### src/rtl/llsc_pkg.sv
package llsc_pkg;
    typedef enum logic {
        RSV_EMPTY = 1'b0,
        RSV_HELD  = 1'b1
    } rsv_state_e;

    typedef enum logic [1:0] {
        RSP_IDLE = 2'd0,
        RSP_PASS = 2'd1,
        RSP_FAIL = 2'd2
    } rsp_state_e;
endpackage

### src/rtl/llsc_blk_cmp.sv
module llsc_blk_cmp #(
    parameter int ADDR_W   = 32,
    parameter int BLK_BITS = 4
) (
    input  logic [ADDR_W-1:0] addr_a,
    input  logic [ADDR_W-1:0] addr_b,
    output logic              same_blk
);
    localparam logic [ADDR_W-1:0] BLK_MASK = ~((ADDR_W'(1) << BLK_BITS) - ADDR_W'(1));

    always_comb begin
        same_blk = ((addr_a ^ addr_b) & BLK_MASK) == '0;
    end
endmodule

### src/rtl/llsc_rsv_fsm.sv
module llsc_rsv_fsm
    import llsc_pkg::*;
#(
    parameter int ADDR_W = 32
) (
    input  logic              clk,
    input  logic              rst_n,
    input  logic              ll_valid,
    input  logic [ADDR_W-1:0] ll_addr,
    input  logic              sc_valid,
    input  logic              kill,
    output logic              held,
    output logic [ADDR_W-1:0] held_addr
);
    rsv_state_e state_q, state_d;
    logic [ADDR_W-1:0] addr_q;

    always_comb begin
        state_d = state_q;
        unique case (state_q)
            RSV_EMPTY: begin
                if (ll_valid && !kill) state_d = RSV_HELD;     // arm
            end
            RSV_HELD: begin
                if (kill)          state_d = RSV_EMPTY;        // cancel
                else if (ll_valid) state_d = RSV_HELD;         // rearm
                else if (sc_valid) state_d = RSV_EMPTY;        // consume
            end
            default: state_d = RSV_EMPTY;
        endcase
    end

    always_ff @(posedge clk) begin
        if (!rst_n) begin
            state_q <= RSV_EMPTY;
            addr_q  <= '0;
        end else begin
            state_q <= state_d;
            if (ll_valid) addr_q <= ll_addr;
        end
    end

    always_comb begin
        held      = (state_q == RSV_HELD);
        held_addr = addr_q;
    end

    AST_LL_ARMS: assert property (@(posedge clk) disable iff (!rst_n)
        ll_valid && !kill |=> held);
    AST_KILL_DROPS: assert property (@(posedge clk) disable iff (!rst_n)
        kill |=> !held);
    AST_SC_DROPS: assert property (@(posedge clk) disable iff (!rst_n)
        sc_valid && !ll_valid |=> !held);
endmodule

### src/rtl/llsc_sc_eval.sv
module llsc_sc_eval
    import llsc_pkg::*;
#(
    parameter int ADDR_W = 32,
    parameter int DATA_W = 64
) (
    input  logic              clk,
    input  logic              rst_n,
    input  logic              sc_valid,
    input  logic [ADDR_W-1:0] sc_addr,
    input  logic [DATA_W-1:0] sc_data,
    input  logic              held,
    input  logic              sc_hit,
    input  logic              evt_irq,
    input  logic              evt_exc,
    input  logic              snoop_old_hit,
    output logic              sc_done,
    output logic [DATA_W-1:0] sc_status,
    output logic              wr_en,
    output logic [ADDR_W-1:0] wr_addr,
    output logic [DATA_W-1:0] wr_data
);
    rsp_state_e rsp_q, rsp_d;
    logic [ADDR_W-1:0] addr_q;
    logic [DATA_W-1:0] data_q;
    logic              grant;

    always_comb begin
        grant = sc_valid && held && sc_hit && !evt_irq && !evt_exc && !snoop_old_hit;
        rsp_d = RSP_IDLE;
        unique case (rsp_q)
            RSP_IDLE, RSP_PASS, RSP_FAIL: begin
                if (sc_valid) rsp_d = grant ? RSP_PASS : RSP_FAIL;  // grant / deny
            end
            default: rsp_d = RSP_IDLE;
        endcase
    end

    always_ff @(posedge clk) begin
        if (!rst_n) begin
            rsp_q  <= RSP_IDLE;
            addr_q <= '0;
            data_q <= '0;
        end else begin
            rsp_q <= rsp_d;
            if (sc_valid) begin
                addr_q <= sc_addr;
                data_q <= sc_data;
            end
        end
    end

    always_comb begin
        sc_done   = (rsp_q != RSP_IDLE);
        sc_status = DATA_W'(rsp_q == RSP_PASS);
        wr_en     = (rsp_q == RSP_PASS);
        wr_addr   = wr_en ? addr_q : '0;
        wr_data   = wr_en ? data_q : '0;
    end

    AST_NO_RESV_NO_WRITE: assert property (@(posedge clk) disable iff (!rst_n)
        sc_valid && !held |=> !wr_en);
    AST_EVT_BLOCKS_WRITE: assert property (@(posedge clk) disable iff (!rst_n)
        sc_valid && (evt_irq || evt_exc) |=> !wr_en);
    AST_MISS_NO_WRITE: assert property (@(posedge clk) disable iff (!rst_n)
        sc_valid && !sc_hit |=> !wr_en);
    AST_VERDICT_FOLLOWS: assert property (@(posedge clk) disable iff (!rst_n)
        sc_valid |=> sc_done);
    AST_WR_WITH_DONE: assert property (@(posedge clk) disable iff (!rst_n)
        wr_en |-> sc_done);
    AST_STATUS_BIT: assert property (@(posedge clk) disable iff (!rst_n)
        sc_done |-> sc_status[DATA_W-1:1] == '0);
endmodule

### src/rtl/llsc_resv_monitor.sv
module llsc_resv_monitor
    import llsc_pkg::*;
#(
    parameter int ADDR_W   = 32,
    parameter int DATA_W   = 64,
    parameter int BLK_BITS = 4
) (
    input  logic              clk,
    input  logic              rst_n,
    input  logic              ll_valid,
    input  logic [ADDR_W-1:0] ll_addr,
    input  logic              sc_valid,
    input  logic [ADDR_W-1:0] sc_addr,
    input  logic [DATA_W-1:0] sc_data,
    input  logic              evt_irq,
    input  logic              evt_exc,
    input  logic              snoop_valid,
    input  logic [ADDR_W-1:0] snoop_addr,
    output logic              resv_valid,
    output logic              sc_done,
    output logic [DATA_W-1:0] sc_status,
    output logic              wr_en,
    output logic [ADDR_W-1:0] wr_addr,
    output logic [DATA_W-1:0] wr_data
);
    logic              held;
    logic [ADDR_W-1:0] held_addr;
    logic              sc_hit, snp_old_eq, snp_new_eq;
    logic              snoop_old_hit, snoop_kill, kill;

    llsc_blk_cmp #(.ADDR_W(ADDR_W), .BLK_BITS(BLK_BITS)) u_cmp_sc (
        .addr_a(sc_addr), .addr_b(held_addr), .same_blk(sc_hit));
    llsc_blk_cmp #(.ADDR_W(ADDR_W), .BLK_BITS(BLK_BITS)) u_cmp_snp_old (
        .addr_a(snoop_addr), .addr_b(held_addr), .same_blk(snp_old_eq));
    llsc_blk_cmp #(.ADDR_W(ADDR_W), .BLK_BITS(BLK_BITS)) u_cmp_snp_new (
        .addr_a(snoop_addr), .addr_b(ll_addr), .same_blk(snp_new_eq));

    always_comb begin
        snoop_old_hit = snoop_valid && held && snp_old_eq;
        snoop_kill    = ll_valid ? (snoop_valid && snp_new_eq) : snoop_old_hit;
        kill          = evt_irq || evt_exc || snoop_kill;
    end

    llsc_rsv_fsm #(.ADDR_W(ADDR_W)) u_fsm (
        .clk(clk), .rst_n(rst_n), .ll_valid(ll_valid), .ll_addr(ll_addr),
        .sc_valid(sc_valid), .kill(kill), .held(held), .held_addr(held_addr));

    llsc_sc_eval #(.ADDR_W(ADDR_W), .DATA_W(DATA_W)) u_eval (
        .clk(clk), .rst_n(rst_n), .sc_valid(sc_valid), .sc_addr(sc_addr),
        .sc_data(sc_data), .held(held), .sc_hit(sc_hit), .evt_irq(evt_irq),
        .evt_exc(evt_exc), .snoop_old_hit(snoop_old_hit), .sc_done(sc_done),
        .sc_status(sc_status), .wr_en(wr_en), .wr_addr(wr_addr), .wr_data(wr_data));

    assign resv_valid = held;

    AST_EXC_CLEARS: assert property (@(posedge clk) disable iff (!rst_n)
        evt_exc |=> !resv_valid);
    AST_IRQ_CLEARS: assert property (@(posedge clk) disable iff (!rst_n)
        evt_irq |=> !resv_valid);
    AST_SC_LL_REARM: assert property (@(posedge clk) disable iff (!rst_n)
        sc_valid && ll_valid && !evt_irq && !evt_exc && !snoop_valid |=> resv_valid);
    AST_DONE_PULSE: assert property (@(posedge clk) disable iff (!rst_n)
        sc_done && !$past(sc_valid) |-> 1'b0);
endmodule

### config.mk
export PLATFORM = sky130hd
export DESIGN_NAME = llsc_resv_monitor
export DESIGN_NICKNAME = d
export VERILOG_FILES = /design/src/rtl/llsc_pkg.sv /design/src/rtl/llsc_blk_cmp.sv /design/src/rtl/llsc_rsv_fsm.sv /design/src/rtl/llsc_sc_eval.sv /design/src/rtl/llsc_resv_monitor.sv
export SDC_FILE = /design/constraint.sdc
export NUM_CORES = 1
export LEC_CHECK = 0
export BUFFER_PORTS_ARGS = -buffer_cell sky130_fd_sc_hd__buf_2
export CORE_MARGIN = 4
export CORE_UTILIZATION = 45
export DETAILED_ROUTE_END_ITERATION = 8
export PLACE_DENSITY_LB_ADDON = 0.1
export SYNTH_ARGS = -nofsm -noshare
export SYNTH_HDL_FRONTEND = slang
export SYNTH_SLANG_ARGS = --single-unit
### constraint.sdc
create_clock -name clk -period 1.74 [get_ports clk]
set_input_delay 0.087 -clock clk [delete_from_list [all_inputs] [get_ports clk]]
set_output_delay 0.087 -clock clk [all_outputs]
set_load 0.01 [all_outputs]
## Yosys cells after proc, flatten, opt, wreduce, memory -nomap -nowiden

Cells that the tools add are included.

- Bitwise operators: 4
- Reductions and logical operators: 22
- Eq/ne operators: 2
- Multiplexer cells: 9

Operators by type and width:

| kind | count |
|---|---|
| zero test 32 bit | 3 |
| bitwise XOR 32 bit | 3 |
| 2-to-1 mux 64 bit | 1 |
| 2-to-1 mux 32 bit | 1 |
| logical AND 1 bit | 9 |
| 2-to-1 mux 1 bit | 5 |
| zero test 1 bit | 4 |
| AND reduction 3 bit | 1 |
| OR reduction 3 bit | 1 |
| == test 2 x 1 -> 1 bit (second input constant) | 1 |
| == test 2 bit (second input constant) | 1 |
| zero test 2 bit | 1 |
| logical OR 1 bit | 2 |
| 2-to-1 mux 2 bit | 1 |
| one-hot mux 1 bit (2 select lines) | 1 |
| nonzero test 2 bit | 1 |
| NOT 1 bit | 1 |

- Output and inout port bits: 163
- Word-level logic and storage cells: 42
- Bits in registers: 131

## Logic depth before layout (Yosys ltp)

Gate-level depths: netlist of the first run.

- Word-level depth: 9
- Gate-level depth with buffers: 6
- Gate-level depth less buffers: 5

## Hierarchy

Synthesis of the first run repeated with hierarchy kept, for this count alone.

- Cells, all modules: 713
- Area total of the unflattened synthesis: 7078.0 um^2

Modules (own cells, without submodules):

| module | seq. area each (um^2) | area an instance (um^2) | cells each | times used |
|---|---|---|---|---|
| llsc_sc_eval | 1961.9 | 4848.4 | 491 | 1 |
| llsc_rsv_fsm | 660.6 | 1283.7 | 107 | 1 |
| llsc_blk_cmp | 0.0 | 307.8 | 37 | 3 |
| llsc_resv_monitor | 0.0 | 22.5 | 4 | 1 |

## Worst setup path before layout of the first run

No wires, ideal clock.

- Path type: register to register
- Start point: register u_fsm.addr_q[11], in the netlist u_fsm.held_addr[11]
- End point: register u_eval.rsp_q[1]
- Data arrival time: 1.463 ns
- Stages on the path, launching flop included: 6
- Setup time: 0.057 ns
- Path slack: 0.220 ns
- Buffers on the path: 0
- Required time: 1.683 ns
- Cells stage by stage: dfxtp_1 -> xnor2_1 -> nand4_1 -> or4_1 -> o2111ai_1 -> and2b_2

- Cells in the longest elaborated chain, start to end: 7
- Elaborated cells on any way between the ends: 11
- Classes of those cells: 1 x mux; 2 x bitwise; 8 x reduce/logical

Ends and longest elaborated chain:

| element | RTL line | RTL |
|---|---|---|
| start: declaration | llsc_rsv_fsm.sv:16 | `logic [ADDR_W-1:0] addr_q;` |
| start signal: assignment | llsc_rsv_fsm.sv:39 | `if (ll_valid) addr_q <= ll_addr;` |
| bitwise XOR 32 bit | llsc_blk_cmp.sv:12 | `same_blk = ((addr_a ^ addr_b) & BLK_MASK) == '0;` |
| zero test 32 bit | llsc_blk_cmp.sv:12 |  |
| logical AND 1 bit (3 in a row) | llsc_sc_eval.sv:29 | `grant = sc_valid && held && sc_hit && !evt_irq && !evt_exc && !snoop_old_hit;` |
| logical AND 1 bit (*) | llsc_sc_eval.sv:29 |  |
| 2-to-1 mux 2 bit (*) | llsc_sc_eval.sv:33 | `if (sc_valid) rsp_d = grant ? RSP_PASS : RSP_FAIL;` |
| end signal: assignment | llsc_sc_eval.sv:45 | `rsp_q <= rsp_d;` |
| end: declaration | llsc_sc_eval.sv:23 | `rsp_state_e rsp_q, rsp_d;` |

Every way passes the cells marked *; elsewhere a longest branch is shown, timed or not.
A chain may end at the register's enable or synchronous reset.

## Worst setup path after layout of the first run

Ends and elaborated chain as after synthesis.

==> qor.csv, run 1 <==
stage,metric,value,unit
status,status,"finished, final reports clean",
final_layout,final core occ,68.1,%
floorplanning,Die Span Y,131,um
worst_setup_path,"CP delay by family, top",simple AND/OR/NAND/NOR gates,
clocking,# Post-CTS Setup Buffers,0,
worst_setup_path,Crit Path Class,flip-flop to flip-flop,
worst_setup_path,crit path DAT,2040,ps
global_routing,Global Route Usage Sum,22.1,%
timing,fin crit share,96.6,%
worst_setup_path,"Req. time, crit path",2100,ps
synth,Ys Warns,0,
worst_setup_path,Buf/Inv on CP,0,
timing,count of final max-slew check failures,0,
global_routing,largest net degree at the start of global routing,71,
final_layout,post-route insts no fill,1274,
worst_setup_path,"Slowest-stage cell, CP",or4_1,
worst_setup_path,worst-path maximum fanout,2,
drt,Antenna Violating Nets Remaining,0,
synth,Synth Cell Area,0.00679,mm^2
placed_design,Port Buffers,258,
final_layout,Nets,1242,
synth,Post-Syn Instances,702,
clocking,clk_lat worst skew,410,ps
clocking,H-tree depth,4,
global_routing,first-pass GRT wire length,29200,um
floorplanning,FP Rows,44,
worst_setup_path,critical path startpoint category,flip-flop,
floorplanning,DIE AREA,0.0171,mm^2
drt,aggregate routed wire length,19400,um
floorplanning,Die X,131,um
synth,Synth Register Bits,127,
final_layout,"commonest cells after routing, fill and taps aside","257 x buf_2, 127 x dfxtp_1, 125 x dlygate4sd3_1",
clocking,CTS tree,built,
power_and_ir_drop,power density over the cells,807,mW/mm^2
final_layout,Final Cell Area,0.00997,mm^2
floorplanning,Starting Density,46.4,%
synth,register area share after synthesis,37.4,%
placed_design,final HPWL from detailed placement,13900,um
global_routing,initial antenna violation count,5,
power_and_ir_drop,largest vdd supply drop,0.000613,V
timing,Slew headroom,60.7,%
drt,Routed WL per cell,15.2,um
placed_design,GPL Wtd Cong,0.924,
drt,DR vias,5845,
placed_design,Area after DPL,0.00809,mm^2
timing,Max Fclk,595,MHz
timing,Finish-stage setup viols,0,
timing,Hold Fails Final Rpt,0,
global_routing,vias in the first global route,5800,
clocking,worst-case clock buffer depth,2,
timing,final worst path period need,1680,ps
timing,RSZ-0062 raised after global routing,false,
timing,Min Hold Slack,29.3,ps
power_and_ir_drop,P_leak,4.87,nW
worst_setup_path,CP Cell Sequence,"xnor2_1, nand4_1, or4_1, o2111ai_2, and2b_2",
drt,Detailed Routing Iterations Pass 1,4,
drt,vias per inst,4.59,
clocking,CTS buffer count,17,
final_layout,"commonest non-fill, non-tap cell in the layout",buf_2,
final_layout,area grow syn2layout,46.8,%
timing,measured slew at the worst slew-check pin,590,ps
global_routing,total gr overflow,0,
placed_design,dpl cells,1115,
clocking,clk slew on worst S/H paths,60,ps
worst_setup_path,CP peak stage delay,570,ps
timing,Final Skew,4.73,ps
job,max_cap viols,0,
synth,syn_area_per_cell,9.68,um^2
worst_hold_path,HP Class,input pin to flip-flop,
clocking,root buffer cell,clkbuf_16,
synth,synth unique cells,24,
floorplanning,# IOs,330,
drt,Iteration-0 DRC Markers,194,
clocking,CTS sink count,127,
worst_setup_path,Setup crit end kind,flip-flop,
final_layout,fraction of layout cells with a size suffix above 1,28.0,%
drt,detailed-route DRC error count,0,
floorplanning,Core Area,0.0146,mm^2
==> layer usage <==
metal / share of wire, % / vias up / track usage [%]
li1: - / 2907 / -
met4: 2.9 / 4 / 9.92
met5: 0.10 / - / 0
met2: 50 / 236 / 38.2
met1: 40 / 2653 / 25.4
met3: 6.9 / 45 / 6.14
==> flip-flops by register name (all words and copies together) (netlist names) <==
name / cells
u_eval.data_q: 64
u_eval.rsp_q: 2
u_fsm.held: 1
u_fsm.held_addr: 28
u_eval.addr_q: 32
==> report_power, final <==
group          internal, mW  total, mW  switching (mW)
clock network          2.42       3.66            1.24
logic                 0.678       1.21           0.534
registers              3.08       3.18          0.0973
total                  6.18       8.05            1.87
==> final timing paths <==
check                                   start                        endpoint  slack, ps  cells after the start
max          u_fsm.held_addr[11]$_SDFFE_PN0P_      u_eval.rsp_q[1]$_SDFF_PN0_         60                      5
min                               sc_addr[23]  u_eval.addr_q[23]$_SDFFE_PN0P_         30                      3
max reg2reg  u_fsm.held_addr[11]$_SDFFE_PN0P_      u_eval.rsp_q[1]$_SDFF_PN0_         60                      5
min reg2reg    u_eval.data_q[17]$_SDFFE_PN0P_  u_eval.data_q[17]$_SDFFE_PN0P_        500                      2
==> kinds of logic after synthesis <==
| group | Yosys count | share of synthesized area (%) |
|---|---|---|
| XOR/XNOR | 84 | 10.8 |
| other | 1 | 0.0552 |
| buffers and inverters | 104 | 9.47 |
| AND/OR/NAND/NOR | 259 | 23.6 |
| flip-flops | 127 | 37.4 |
| multiplexers | 124 | 18.3 |
| AO/OA/AOI/OAI | 3 | 0.313 |
==> worst register-to-register path, delay by kind of cell (launching register included) <==
kind	cells	cell delay, ps
and+or+nand+nor	3	850
DFF	1	310
AOI/OAI and AO/OA	1	250
xor gates and xnor gates	1	210
==> what timing repair did <==
action	4_1_cts	5_1_grt
pin swaps	0	1
gates resized for setup	1	2
hold endpoints to repair	124	0
endpoints found under the setup margin	1	2
hold buffers	125	0
gates cloned	0	0
==> final cells by class <==
| type | count | area, um^2 |
|---|---|---|
| fill | 1177 | 4670 |
| tap | 184 | 230 |
| clock inverter | 6 | 105 |
| antenna | 4 | 10.0 |
| multi-input combinational | 533 | 3870 |
| sequential | 127 | 2540 |
| inverter | 1 | 3.75 |
| clock buffer | 24 | 502 |
| timing repair buffer | 395 | 2710 |
==> per-stage QoR <==
step,power [mW],TNS [ps],setup WS (ps)
after global routing,8.39,0,5.94
after detailed placement,4.22,-0.665,-0.665
after global placement,4.21,0,25.4
after CTS,8.11,0,41.2
final,8.05,0,58.7
after floorplan,3.93,0,220
==> synthesized netlist by cell type <==
| cell type | count | area share (%) |
|---|---|---|
| a211oi_1 | 1 | 0.11 |
| and2_1 | 96 | 8.8 |
| and2b_2 | 1 | 0.13 |
| buf_1 | 3 | 0.17 |
| buf_2 | 10 | 0.74 |
| buf_4 | 64 | 7.1 |
| clkbuf_1 | 26 | 1.4 |
| conb_1 | 1 | 0.055 |
| dfxtp_1 | 127 | 37 |
| inv_1 | 1 | 0.055 |
| mux2i_1 | 124 | 18 |
| nand2_1 | 2 | 0.11 |
| nand3_1 | 5 | 0.37 |
| nand4_1 | 14 | 1.3 |
| nor2_1 | 2 | 0.11 |
| nor2b_1 | 125 | 12 |
| nor3_1 | 2 | 0.15 |
| nor4_1 | 10 | 0.92 |
| o2111ai_1 | 1 | 0.13 |
| o21ai_0 | 1 | 0.074 |
| or2_2 | 1 | 0.092 |
| or4_1 | 1 | 0.11 |
| xnor2_1 | 50 | 6.4 |
| xor2_1 | 34 | 4.4 |
Note: power is estimated with default switching activity, not from simulation.
==> run 2: changes to the inputs <==
clock period = 1.6 ns   (was 1.74 ns; I/O delays follow)
==> qor.csv, run 2 (synthesized netlist as in run 1, its figures left out) <==
stage,metric,value,unit,change
status,status,finished with violations,,
status,failing checks,setup timing,,
global_routing,total gr overflow,0,,unchanged
floorplanning,Core Area,0.0146,mm^2,unchanged
drt,vias per inst,4.71,,+2.7%
worst_setup_path,Worst R2R End,u_eval.rsp_q[1]$_SDFF_PN0_,,
clocking,CTS buffer count,17,,unchanged
timing,Finish-stage setup viols,5,,+5
drt,Detailed Routing Iterations Pass 1,4,,unchanged
final_layout,"commonest non-fill, non-tap cell in the layout",buf_2,,
global_routing,Global Route Usage Sum,23.6,%,+1.5 points
power_and_ir_drop,P_leak,5.16,nW,+6.0%
worst_setup_path,CP peak stage delay,350,ps,-220 ps
global_routing,first-pass GRT wire length,31100,um,+6.6%
global_routing,vias in the first global route,6043,,+4.2%
worst_setup_path,"Slowest-stage cell, CP",nor4_4,,
final_layout,post-route insts no fill,1289,,+1.2%
placed_design,Port Buffers,258,,unchanged
worst_setup_path,worst-path maximum fanout,2,,unchanged
clocking,H-tree depth,4,,unchanged
final_layout,max reg flops,64,,unchanged
clocking,clk_lat worst skew,410,ps,about the same
worst_setup_path,worst reg-to-reg path cell count,6,,+1
timing,fin crit share,102,%,+5.1 points
worst_setup_path,Crit Path Class,flip-flop to flip-flop,,
power_and_ir_drop,power density over the cells,761,mW/mm^2,-5.8%
clocking,CTS tree,built,,
clocking,root buffer cell,clkbuf_16,,
global_routing,largest net degree at the start of global routing,52,,-27%
final_layout,largest reg by FF count,u_eval.data_q,,
worst_setup_path,Buf/Inv on CP,1,,+1
floorplanning,Die X,131,um,unchanged
final_layout,"commonest cells after routing, fill and taps aside","197 x buf_2, 124 x mux2i_1, 124 x nor2b_1",,
final_layout,Nets,1258,,+1.3%
global_routing,initial antenna violation count,5,,unchanged
floorplanning,Die Span Y,131,um,unchanged
timing,Max Fclk,615,MHz,+3.3%
placed_design,GPL Wtd Cong,0.836,,-9.5%
floorplanning,# IOs,330,,unchanged
worst_setup_path,"CP delay by family, top",simple AND/OR/NAND/NOR gates,,
clocking,clk slew on worst S/H paths,50,ps,about the same
worst_hold_path,WHS Endpoint,u_eval.addr_q[10]$_SDFFE_PN0P_,,
floorplanning,DIE AREA,0.0171,mm^2,unchanged
timing,final worst path period need,1630,ps,-54.4 ps
placed_design,pre-CTS setup slack,-76.3,ps,-75.7 ps
drt,DR vias,6072,,+3.9%
drt,aggregate routed wire length,22700,um,+17%
timing,RSZ-0062 raised after global routing,true,,
timing,count of final max-slew check failures,0,,unchanged
job,max_cap viols,0,,unchanged
worst_setup_path,CP Cell Sequence,"buf_6, xnor2_2, nand4_1, nor4_4, o2111ai_4, and2b_2",,
timing,Final Skew,4.74,ps,+0.0132 ps
clocking,CTS sink count,127,,unchanged
timing,Setup WS post-layout,-26.9,ps,-85.6 ps
worst_setup_path,reg-to-reg critical path startpoint,u_fsm.held_addr[24]$_SDFFE_PN0P_,,
drt,Iteration-0 DRC Markers,204,,+5.2%
clocking,worst-case clock buffer depth,2,,unchanged
final_layout,final core occ,74.0,%,+5.9 points
timing,Hold Fails Final Rpt,0,,unchanged
worst_setup_path,crit path DAT,1920,ps,-120 ps
worst_setup_path,"Req. time, crit path",1900,ps,-200 ps
floorplanning,FP Rows,44,,unchanged
placed_design,final HPWL from detailed placement,13900,um,-0.65%
worst_hold_path,HP Class,input pin to flip-flop,,
worst_setup_path,Setup crit end kind,flip-flop,,
drt,detailed-route DRC error count,0,,unchanged
worst_setup_path,Crit path depth,6,,+1
drt,Routed WL per cell,17.6,um,+16%
final_layout,fraction of layout cells with a size suffix above 1,35.9,%,+7.9 points
timing,Min Hold Slack,14.7,ps,-14.6 ps
worst_setup_path,critical path startpoint category,flip-flop,,
placed_design,dpl cells,1122,,+0.63%
worst_hold_path,worst hold path cell count,3,,unchanged
power_and_ir_drop,largest vdd supply drop,0.000660,V,+7.7%
floorplanning,Starting Density,46.4,%,unchanged
worst_hold_path,min-delay src,sc_addr[10],,
final_layout,area grow syn2layout,59.6,%,
final_layout,Layout fillers,1035,,-12%
worst_setup_path,flop-to-flop setup slack,-30,ps,-90 ps
drt,Antenna Violating Nets Remaining,0,,unchanged
-- run 2: cell type report --
type                       instances  area, um^2  share of cell area, %
antenna                            3        7.51                 0.0693
clock buffer                      23         468                   4.32
clock inverter                     7        40.0                  0.369
inverter                           1        3.75                 0.0346
multi-input combinational        533        4130                   38.1
sequential                       127        2560                   23.6
tap                              184         230                   2.12
timing repair buffer             411        3400                   31.4
-- run 2: worst max path at each step --
stage	startpoint	end	slack, ps
finish	u_fsm.held_addr[24]$_SDFFE_PN0P_	u_eval.rsp_q[1]$_SDFF_PN0_	-30
global route	u_fsm.held_addr[15]$_SDFFE_PN0P_	u_eval.rsp_q[1]$_SDFF_PN0_	-90
CTS	u_eval.rsp_q[0]$_SDFF_PN0_	wr_data[63]	-40
detailed placement	u_fsm.held_addr[11]$_SDFFE_PN0P_	u_eval.rsp_q[1]$_SDFF_PN0_	-80
global placement	u_fsm.held_addr[11]$_SDFFE_PN0P_	u_eval.rsp_q[1]$_SDFF_PN0_	-40
floorplan	u_fsm.held_addr[11]$_SDFFE_PN0P_	u_eval.rsp_q[1]$_SDFF_PN0_	80
-- run 2: metrics by stage --
step / total power, mW / setup TNS, ps / instance area, um^2
2_1_floorplan: 4.28 / 0 / 7030
3_3_place_gp: 4.60 / -41.2 / 8140
3_5_place_dp: 4.61 / -91.9 / 8140
4_1_cts: 8.22 / -1050 / 10100
5_1_grt: 8.60 / -4510 / 10800
6_report: 8.25 / -37.4 / 10800
-- run 2: report_power, final --
group	switching, mW	internal (mW)
combinational	0.618	0.771
sequential	0.115	3.36
clock	1.36	2.03
-- run 2: tightest hold or removal path: cells and delay by family --
kind          cells  cell delay, ps
simple gates      1             100
buf+inv           1             120
mux               1              80
-- run 2: routing by layer --
layer	GRT usage (%)	routed length (um)	vias to the layer above
li1	-	-	2954
met1	27.4	9010	2811
met2	41.8	11700	251
met3	5.89	1310	50
met4	9.07	638	6
met5	0	28	-
-- run 2: timing repair --
item | CTS | global route
endpoints found under the setup margin | 98 | 95
gates cloned | 3 | 6
gates resized for setup | 25 | 131
pin swaps | 2 | 63
hold endpoints to repair | 121 | 0
hold buffers | 122 | 0
buffers inserted | 2 | 1
